--- config.mk ---
export PLATFORM = sky130hd
export DESIGN_NAME = evctr_bank
export DESIGN_NICKNAME = d
export VERILOG_FILES = /design/src/rtl/evctr_pkg.sv /design/src/rtl/evctr_qual.sv /design/src/rtl/evctr_cell.sv /design/src/rtl/evctr_bank.sv
export SDC_FILE = /design/constraint.sdc
export NUM_CORES = 1
export LEC_CHECK = 0
export BUFFER_PORTS_ARGS = -buffer_cell sky130_fd_sc_hd__buf_2
export CORE_ASPECT_RATIO = 0.75
export CORE_MARGIN = 2
export CORE_UTILIZATION = 55
export CTS_CLUSTER_DIAMETER = 40
export DETAILED_ROUTE_END_ITERATION = 10
export HOLD_SLACK_MARGIN = 0.08
export PLACE_DENSITY_LB_ADDON = 0.3
export SLEW_MARGIN = 10
export SYNTH_ARGS = -nofsm -noshare
export SYNTH_HDL_FRONTEND = slang
export SYNTH_HIERARCHICAL = 1
export SYNTH_SLANG_ARGS = --single-unit
--- constraint.sdc ---
create_clock -name clk -period 7.3 [get_ports clk]
set_clock_uncertainty 0.1 [all_clocks]
set_input_delay 0.365 -clock clk [delete_from_list [all_inputs] [get_ports clk]]
set_output_delay 0.365 -clock clk [all_outputs]
set_load 0.02 [all_outputs]
--- src/rtl/evctr_pkg.sv ---
// Shared types and field positions for the event counter bank.
// Assumes a 32-bit configuration word.
package evctr_pkg;

    typedef enum logic [1:0] {
        MODE_OFF   = 2'd0,
        MODE_COUNT = 2'd1,
        MODE_TRIG  = 2'd2
    } ctr_mode_e;

    typedef enum logic [1:0] {
        PRIV_ANY  = 2'd0,
        PRIV_USER = 2'd1,
        PRIV_SUP  = 2'd2
    } priv_flt_e;

    typedef enum logic [1:0] {
        MARK_ANY = 2'd0,
        MARK_SET = 2'd1,
        MARK_CLR = 2'd2
    } mark_flt_e;

    localparam int CFG_DW   = 32;
    localparam int SEL_LSB  = 8;
    localparam int PRIV_LSB = 16;
    localparam int MARK_LSB = 18;

    localparam logic [1:0] REG_CTRL = 2'd0;
    localparam logic [1:0] REG_IVL  = 2'd1;
    localparam logic [1:0] REG_OVF  = 2'd2;

    typedef struct packed {
        ctr_mode_e  mode;
        priv_flt_e  priv;
        mark_flt_e  mark;
        logic [7:0] sel;
    } ctr_cfg_t;

    // Decode a control word; the reserved code 3 of each field maps to its default.
    function automatic ctr_cfg_t decode_ctrl(input logic [CFG_DW-1:0] d);
        ctr_cfg_t c;
        case (d[1:0])
            2'd1:    c.mode = MODE_COUNT;
            2'd2:    c.mode = MODE_TRIG;
            default: c.mode = MODE_OFF;
        endcase
        case (d[PRIV_LSB +: 2])
            2'd1:    c.priv = PRIV_USER;
            2'd2:    c.priv = PRIV_SUP;
            default: c.priv = PRIV_ANY;
        endcase
        case (d[MARK_LSB +: 2])
            2'd1:    c.mark = MARK_SET;
            2'd2:    c.mark = MARK_CLR;
            default: c.mark = MARK_ANY;
        endcase
        c.sel = d[SEL_LSB +: 8];
        return c;
    endfunction

endpackage

--- src/rtl/evctr_qual.sv ---
// Event qualifier: picks one event line and applies the privilege and
// mark filters. Purely combinational. Assumes NUM_EVT <= 256.
module evctr_qual
    import evctr_pkg::*;
#(
    parameter int NUM_EVT = 8
) (
    input  logic [NUM_EVT-1:0] evt_i,
    input  logic [7:0]         sel_i,
    input  priv_flt_e          priv_i,
    input  mark_flt_e          mark_flt_i,
    input  logic               sup_i,
    input  logic               mark_i,
    input  logic               mark_en_i,
    output logic               qual_o
);
    localparam int SEL_W = (NUM_EVT > 1) ? $clog2(NUM_EVT) : 1;
    localparam logic [8:0] EVT_LIM = 9'(NUM_EVT);

    logic evt_hit;
    logic priv_ok;
    logic mark_ok;

    // Select the event line; out-of-range selects never fire.
    always_comb begin
        if ({1'b0, sel_i} < EVT_LIM) evt_hit = evt_i[sel_i[SEL_W-1:0]];
        else                         evt_hit = 1'b0;
    end

    // Privilege level filter.
    always_comb begin
        case (priv_i)
            PRIV_USER: priv_ok = !sup_i;
            PRIV_SUP:  priv_ok = sup_i;
            default:   priv_ok = 1'b1;
        endcase
    end

    // Context mark filter, bypassed while the timer is the sample source.
    always_comb begin
        if (!mark_en_i) mark_ok = 1'b1;
        else begin
            case (mark_flt_i)
                MARK_SET: mark_ok = mark_i;
                MARK_CLR: mark_ok = !mark_i;
                default:  mark_ok = 1'b1;
            endcase
        end
    end

    assign qual_o = evt_hit && priv_ok && mark_ok;

endmodule

--- src/rtl/evctr_cell.sv ---
// One counter: counts qualified events, reloads at the interval in
// trigger mode, wraps with a sticky overflow flag in count mode, and
// holds a shadow copy loaded by the snapshot strobe.
module evctr_cell
    import evctr_pkg::*;
#(
    parameter int CTR_W = 32
) (
    input  logic             clk,
    input  logic             rst_n,
    input  ctr_mode_e        mode_i,
    input  logic             qual_i,
    input  logic [CTR_W-1:0] interval_i,
    input  logic             ctrl_wr_i,
    input  logic             ovf_clr_i,
    input  logic             snap_i,
    output logic [CTR_W-1:0] cnt_o,
    output logic [CTR_W-1:0] shadow_o,
    output logic             ovf_o,
    output logic             fire_o
);
    logic [CTR_W-1:0] cnt_q;
    logic [CTR_W:0]   next_ext;
    logic             hit;
    logic             wrap;
    logic             counting;

    assign next_ext = {1'b0, cnt_q} + (CTR_W+1)'(1);
    assign counting = (mode_i != MODE_OFF) && qual_i;
    assign hit      = (mode_i == MODE_TRIG) && qual_i && (next_ext >= {1'b0, interval_i});
    assign wrap     = (mode_i == MODE_COUNT) && qual_i && (&cnt_q);

    // Count register: clear on reconfiguration, reload on interval hit.
    always_ff @(posedge clk) begin
        if (!rst_n)         cnt_q <= '0;
        else if (ctrl_wr_i) cnt_q <= '0;
        else if (hit)       cnt_q <= '0;
        else if (counting)  cnt_q <= next_ext[CTR_W-1:0];
    end

    // Sample request pulse, one cycle after the interval-completing event.
    always_ff @(posedge clk) begin
        if (!rst_n) fire_o <= 1'b0;
        else        fire_o <= hit && !ctrl_wr_i;
    end

    // Sticky overflow flag; a new wrap wins over a clear.
    always_ff @(posedge clk) begin
        if (!rst_n)         ovf_o <= 1'b0;
        else if (wrap)      ovf_o <= 1'b1;
        else if (ovf_clr_i) ovf_o <= 1'b0;
    end

    // Shadow capture of count-mode counters on the snapshot strobe.
    always_ff @(posedge clk) begin
        if (!rst_n)                             shadow_o <= '0;
        else if (snap_i && mode_i == MODE_COUNT) shadow_o <= cnt_q;
    end

    assign cnt_o = cnt_q;

endmodule

--- src/rtl/evctr_bank.sv ---
// Event counter bank top: configuration registers, the single-trigger
// interlock, per-counter qualifier and counter cells, and the shadow
// read port. Assumes CTR_W <= 32 and NUM_EVT <= 256.
module evctr_bank
    import evctr_pkg::*;
#(
    parameter int NUM_CTR = 4,
    parameter int CTR_W   = 32,
    parameter int NUM_EVT = 8
) (
    input  logic                                         clk,
    input  logic                                         rst_n,
    input  logic [NUM_EVT-1:0]                           evt_i,
    input  logic                                         priv_sup_i,
    input  logic                                         ctx_mark_i,
    input  logic                                         cfg_we_i,
    input  logic [((NUM_CTR > 1) ? $clog2(NUM_CTR) : 1)+1:0] cfg_addr_i,
    input  logic [31:0]                                  cfg_wdata_i,
    input  logic                                         snap_i,
    input  logic [((NUM_CTR > 1) ? $clog2(NUM_CTR) : 1)-1:0] rd_idx_i,
    output logic [CTR_W-1:0]                             rd_data_o,
    output logic                                         sample_req_o,
    output logic [NUM_CTR-1:0]                           ovf_o
);
    localparam int CIDX_W = (NUM_CTR > 1) ? $clog2(NUM_CTR) : 1;
    localparam int ADDR_W = CIDX_W + 2;
    localparam logic [CIDX_W:0] CTR_LIM = (CIDX_W+1)'(NUM_CTR);

    logic [CIDX_W-1:0]        wr_ctr;
    logic [1:0]               wr_reg;
    ctr_cfg_t                 new_cfg;
    logic                     trig_active;

    logic [NUM_CTR-1:0]       trig_vec;
    logic [NUM_CTR-1:0]       off_vec;
    logic [NUM_CTR-1:0]       cnt_vec;
    logic [NUM_CTR-1:0]       ctrl_wr_vec;
    logic [NUM_CTR-1:0]       ovf_clr_vec;
    logic [NUM_CTR-1:0]       fire_vec;
    logic [NUM_CTR*CTR_W-1:0] cnt_flat;
    logic [NUM_CTR*CTR_W-1:0] shd_flat;
    logic [CTR_W-1:0]         shd_arr [NUM_CTR];

    assign wr_ctr      = cfg_addr_i[ADDR_W-1:2];
    assign wr_reg      = cfg_addr_i[1:0];
    assign new_cfg     = decode_ctrl(cfg_wdata_i);
    assign trig_active = |trig_vec;

    for (genvar i = 0; i < NUM_CTR; i++) begin : g_ctr
        ctr_cfg_t         cfg_q;
        logic [CTR_W-1:0] ivl_q;
        logic             sel_me;
        logic             other_trig;
        logic             qual;
        logic [CTR_W-1:0] cnt_w;
        logic [CTR_W-1:0] shd_w;

        assign sel_me     = cfg_we_i && (wr_ctr == CIDX_W'(i));
        assign other_trig = |(trig_vec & ~(NUM_CTR'(1) << i));
        assign ctrl_wr_vec[i] = sel_me && (wr_reg == REG_CTRL)
                                && !((new_cfg.mode == MODE_TRIG) && other_trig);
        assign ovf_clr_vec[i] = sel_me && (wr_reg == REG_OVF) && cfg_wdata_i[0];

        // Control register, written only when the trigger interlock allows.
        always_ff @(posedge clk) begin
            if (!rst_n)              cfg_q <= '{mode: MODE_OFF, priv: PRIV_ANY, mark: MARK_ANY, sel: 8'd0};
            else if (ctrl_wr_vec[i]) cfg_q <= new_cfg;
        end

        // Sample interval register.
        always_ff @(posedge clk) begin
            if (!rst_n)                          ivl_q <= '0;
            else if (sel_me && wr_reg == REG_IVL) ivl_q <= cfg_wdata_i[CTR_W-1:0];
        end

        assign trig_vec[i] = (cfg_q.mode == MODE_TRIG);
        assign off_vec[i]  = (cfg_q.mode == MODE_OFF);
        assign cnt_vec[i]  = (cfg_q.mode == MODE_COUNT);

        evctr_qual #(.NUM_EVT(NUM_EVT)) u_qual (
            .evt_i      (evt_i),
            .sel_i      (cfg_q.sel),
            .priv_i     (cfg_q.priv),
            .mark_flt_i (cfg_q.mark),
            .sup_i      (priv_sup_i),
            .mark_i     (ctx_mark_i),
            .mark_en_i  (trig_active),
            .qual_o     (qual)
        );

        evctr_cell #(.CTR_W(CTR_W)) u_cell (
            .clk        (clk),
            .rst_n      (rst_n),
            .mode_i     (cfg_q.mode),
            .qual_i     (qual),
            .interval_i (ivl_q),
            .ctrl_wr_i  (ctrl_wr_vec[i]),
            .ovf_clr_i  (ovf_clr_vec[i]),
            .snap_i     (snap_i),
            .cnt_o      (cnt_w),
            .shadow_o   (shd_w),
            .ovf_o      (ovf_o[i]),
            .fire_o     (fire_vec[i])
        );

        assign cnt_flat[i*CTR_W +: CTR_W] = cnt_w;
        assign shd_flat[i*CTR_W +: CTR_W] = shd_w;
        assign shd_arr[i]                 = shd_w;
    end

    assign sample_req_o = |fire_vec;

    // Shadow read port; an index past the last counter reads zero.
    always_comb begin
        if ({1'b0, rd_idx_i} < CTR_LIM) rd_data_o = shd_arr[rd_idx_i];
        else                            rd_data_o = '0;
    end

endmodule

==> results.sh <==
export IMPL_crit_chain="ha_1 -> nand3_1 -> nor4_4 -> and2_1 -> nand3_1 -> xnor2_1 -> ha_1 -> nand4_1 -> nor4_1 -> a22oi_1 -> a211oi_1 -> a2111o_2 -> nor2_1"
export IMPL_path_max_fanout=32
export IMPL_finalSetupViolCount=0
export IMPL_min_period_over_period_pct=61.7
export IMPL_yosysUniqueCellTypes=57
export IMPL_power_static_leakage_nw=10.2
export IMPL_synth_edf_count=0
export IMPL_required_ns=7.67
export IMPL_antenna_found_initial=8
export IMPL_critPathCaptureType="flip-flop"
export IMPL_synthCells=2930
export IMPL_htreeDepth=2
export IMPL_yosysMostFrequentCell="nand2_1"
export IMPL_clock_path_buffers=3
export IMPL_fin_crit_ns=4.51
export IMPL_ys_seq_elements=448
export IMPL_cts_tree="built"
export IMPL_finalPower_w=0.00573
export IMPL_dp_cells=3457
export IMPL_core_area_um2=44500
export IMPL_port_buffers=88
export IMPL_grt_pass1_vias=19500
export IMPL_drt_total_wl_um=77300
export IMPL_min_delay_start="cfg_addr_i[0]"
export IMPL_critical_path_max_stage_delay_ns=0.68
export IMPL_critPathKind="flip-flop to flip-flop"
export IMPL_r2r_start="g_ctr[1].u_cell/cnt_o[0]"
export IMPL_synth_top_cell_area_share_pct=36.3
export IMPL_yosys_area_top_type="dfxtp_1"
export IMPL_holdWs_ns=0.184
export IMPL_synthFlopType="dfxtp_1"
export IMPL_cp_arrival_ns=4.88
export IMPL_hold_path_class="primary input to flip-flop"
export IMPL_tightest_slew_ns=1.21
export IMPL_final_cell_area_um2=27600
export IMPL_cts_resized=0
export IMPL_via_per_inst=5.77
export IMPL_start_util_pct=55.5
export IMPL_final_layout_size_suffix_gt1_share_pct=13.0
export IMPL_fp_dieH_um=188
export IMPL_synthTopCellsByCount="nand2_1 (707), dfxtp_1 (448), a21boi_0 (238), inv_1 (154), ha_1 (148)"
export IMPL_finalWeightedCongestion=0.988
export IMPL_ys_seq_area_share_pct=36.3
export IMPL_hpwl_um=56200
export IMPL_outcome="complete, no violations"
export IMPL_avgSynthCellArea_um2=8.43
export IMPL_async_flop_share_pct=0
export IMPL_peakVddDrop_mv=0.181
export IMPL_syn_area_um2=24700
export IMPL_grt_use_total_pct=32.8
export IMPL_syn2layout_area_growth_pct=11.5
export IMPL_fmax_mhz=222
export IMPL_fin_setup_tns_ns=0
export IMPL_nNetsFinal=3163
export IMPL_clk_latency_ns=0.62
export IMPL_die_area_um2=46700
export IMPL_path_clk_slew_ns=0.07
export IMPL_placed_cell_area_um2=25200
export IMPL_rows=67
export IMPL_drc=0
export IMPL_die_w_um=249
export IMPL_hold_viol=0
export IMPL_vias=20800
export IMPL_cts_sinks=448
export IMPL_stdcell_count=3601
export IMPL_p_per_area_nw_per_um2=208
export IMPL_worstSetupStartpoint="g_ctr[1].u_cell/cnt_o[0]"
export IMPL_max_slew_margin_pct=19.7
export IMPL_synthesis_nets=3130
export IMPL_synth_top_cells_by_area="dfxtp_1 (36%), nand2_1 (11%), ha_1 (7.5%), a21boi_0 (7.2%), xnor2_1 (4.9%)"
export IMPL_routedWlPerCell_um=21.5
export IMPL_ys_warn_count=6
export IMPL_io_pins=89
export IMPL_numCtsBuffers=58
export IMPL_ant_nets=0
export IMPL_maxSlewViolCount=0
export IMPL_root_buffer="clkbuf_16"
export IMPL_drt_pre_antenna_iters=7
export IMPL_cp_start_kind="flip-flop"
export IMPL_drv_cap=0
export IMPL_overflow=0
export IMPL_grt_first_pass_wirelength_um=117000
export IMPL_grt_max_degree=114
export IMPL_rsz0062_at_grt="no"
export IMPL_initialDrtViolationCount=2170
export IMPL_crit_slowest_cell="a2111o_2"
==> routing by layer <==
layer | wire length [um] | global-route usage, % | vias to the layer above
met4 | 3640 | 15.2 | 0
met1 | 34000 | 46.4 | 9878
li1 | - | - | 9857
met2 | 31600 | 46.8 | 850
met5 | 0 | 0 | -
met3 | 8070 | 8.26 | 181
==> what timing repair did <==
action,in CTS,in global routing
endpoints found under the hold margin,124,0
hold buffers,32,0
setup buffers,0,0
==> registers in the layout, summed over array words and instances, names as in the netlist <==
| name | cells |
|---|---|
| g_ctr.u_cell/ovf_o | 4 |
| g_ctr.u_cell/cnt_o | 128 |
| g_ctr.u_cell/fire_o | 4 |
| g_ctr.cfg_q | 56 |
| g_ctr.ivl_q | 128 |
| g_ctr.u_cell/shadow_o | 128 |
==> worst max-delay path: cells and delay by family (launching register included) <==
kind,cells,cell delay (ns)
and+or+nand+nor,7,1.88
AOI/OAI and AO/OA,3,1.19
DFF,1,0.47
adders and majority gates,2,0.55
xor gates and xnor gates,1,0.16
==> cell type report <==
class,instances,area [um^2]
clock inverter,41,502
multi-input combinational,2164,14300
timing repair buffer,137,897
antenna,3,7.51
sequential,448,8970
inverter,154,578
tap,586,733
fill,3862,17000
clock buffer,68,1550
==> cell usage in the layout, fill, tap and decap left out, types with 45 or more instances in the layout <==
cell type | netlist | layout
nor2_2 | 100 | 102
buf_2 | 32 | 87
xnor2_1 | 138 | 138
a21boi_0 | 238 | 238
nand3_1 | 102 | 102
clkbuf_16 | 0 | 59
ha_1 | 148 | 148
a21oi_1 | 52 | 52
nor3_1 | 47 | 47
mux2i_1 | 52 | 52
inv_1 | 154 | 154
nand4_1 | 45 | 45
xor2_1 | 106 | 106
dfxtp_1 | 448 | 448
nor2_1 | 131 | 128
nand2_1 | 707 | 707
==> power breakdown <==
part / internal [W] / switching [W] / total [W]
Clock: 0.00178 / 0.00123 / 0.00300
Sequential: 0.00246 / 0.00000935 / 0.00247
Combinational: 0.0000868 / 0.000170 / 0.000257
Total: 0.00432 / 0.00141 / 0.00573
==> through the flow <==
stage,setup slack (ns),utilization (%)
floorplan,3.76,-
global placement,3.05,56.6
detailed placement,2.89,56.6
CTS,2.86,61.9
global route,2.39,61.9
finish,2.79,61.9
==> path summary, 6_finish.rpt <==
| check | to | slack [ns] | cells past startpoint |
|---|---|---|---|
| max reg2reg | g_ctr[1].u_cell/cnt_o[12] | 2.79 | 13 |
| min | g_ctr[0].cfg_q[12] | 0.18 | 4 |
| max | g_ctr[1].u_cell/cnt_o[12] | 2.79 | 13 |
| min reg2reg | g_ctr[1].ivl_q[30] | 0.35 | 2 |
==> cell families after synthesis <==
| group | count (synthesis) | synth area share [%] |
|---|---|---|
| AND/OR/NAND/NOR | 1268 | 23.7 |
| flip-flops | 448 | 36.3 |
| AO/OA/AOI/OAI | 404 | 11.9 |
| buffers and inverters | 318 | 5.81 |
| XOR/XNOR | 244 | 8.65 |
| adder cells (fa/ha/maj) | 148 | 7.49 |
| multiplexers | 100 | 6.24 |
Note: power is estimated with default switching activity, not from simulation.
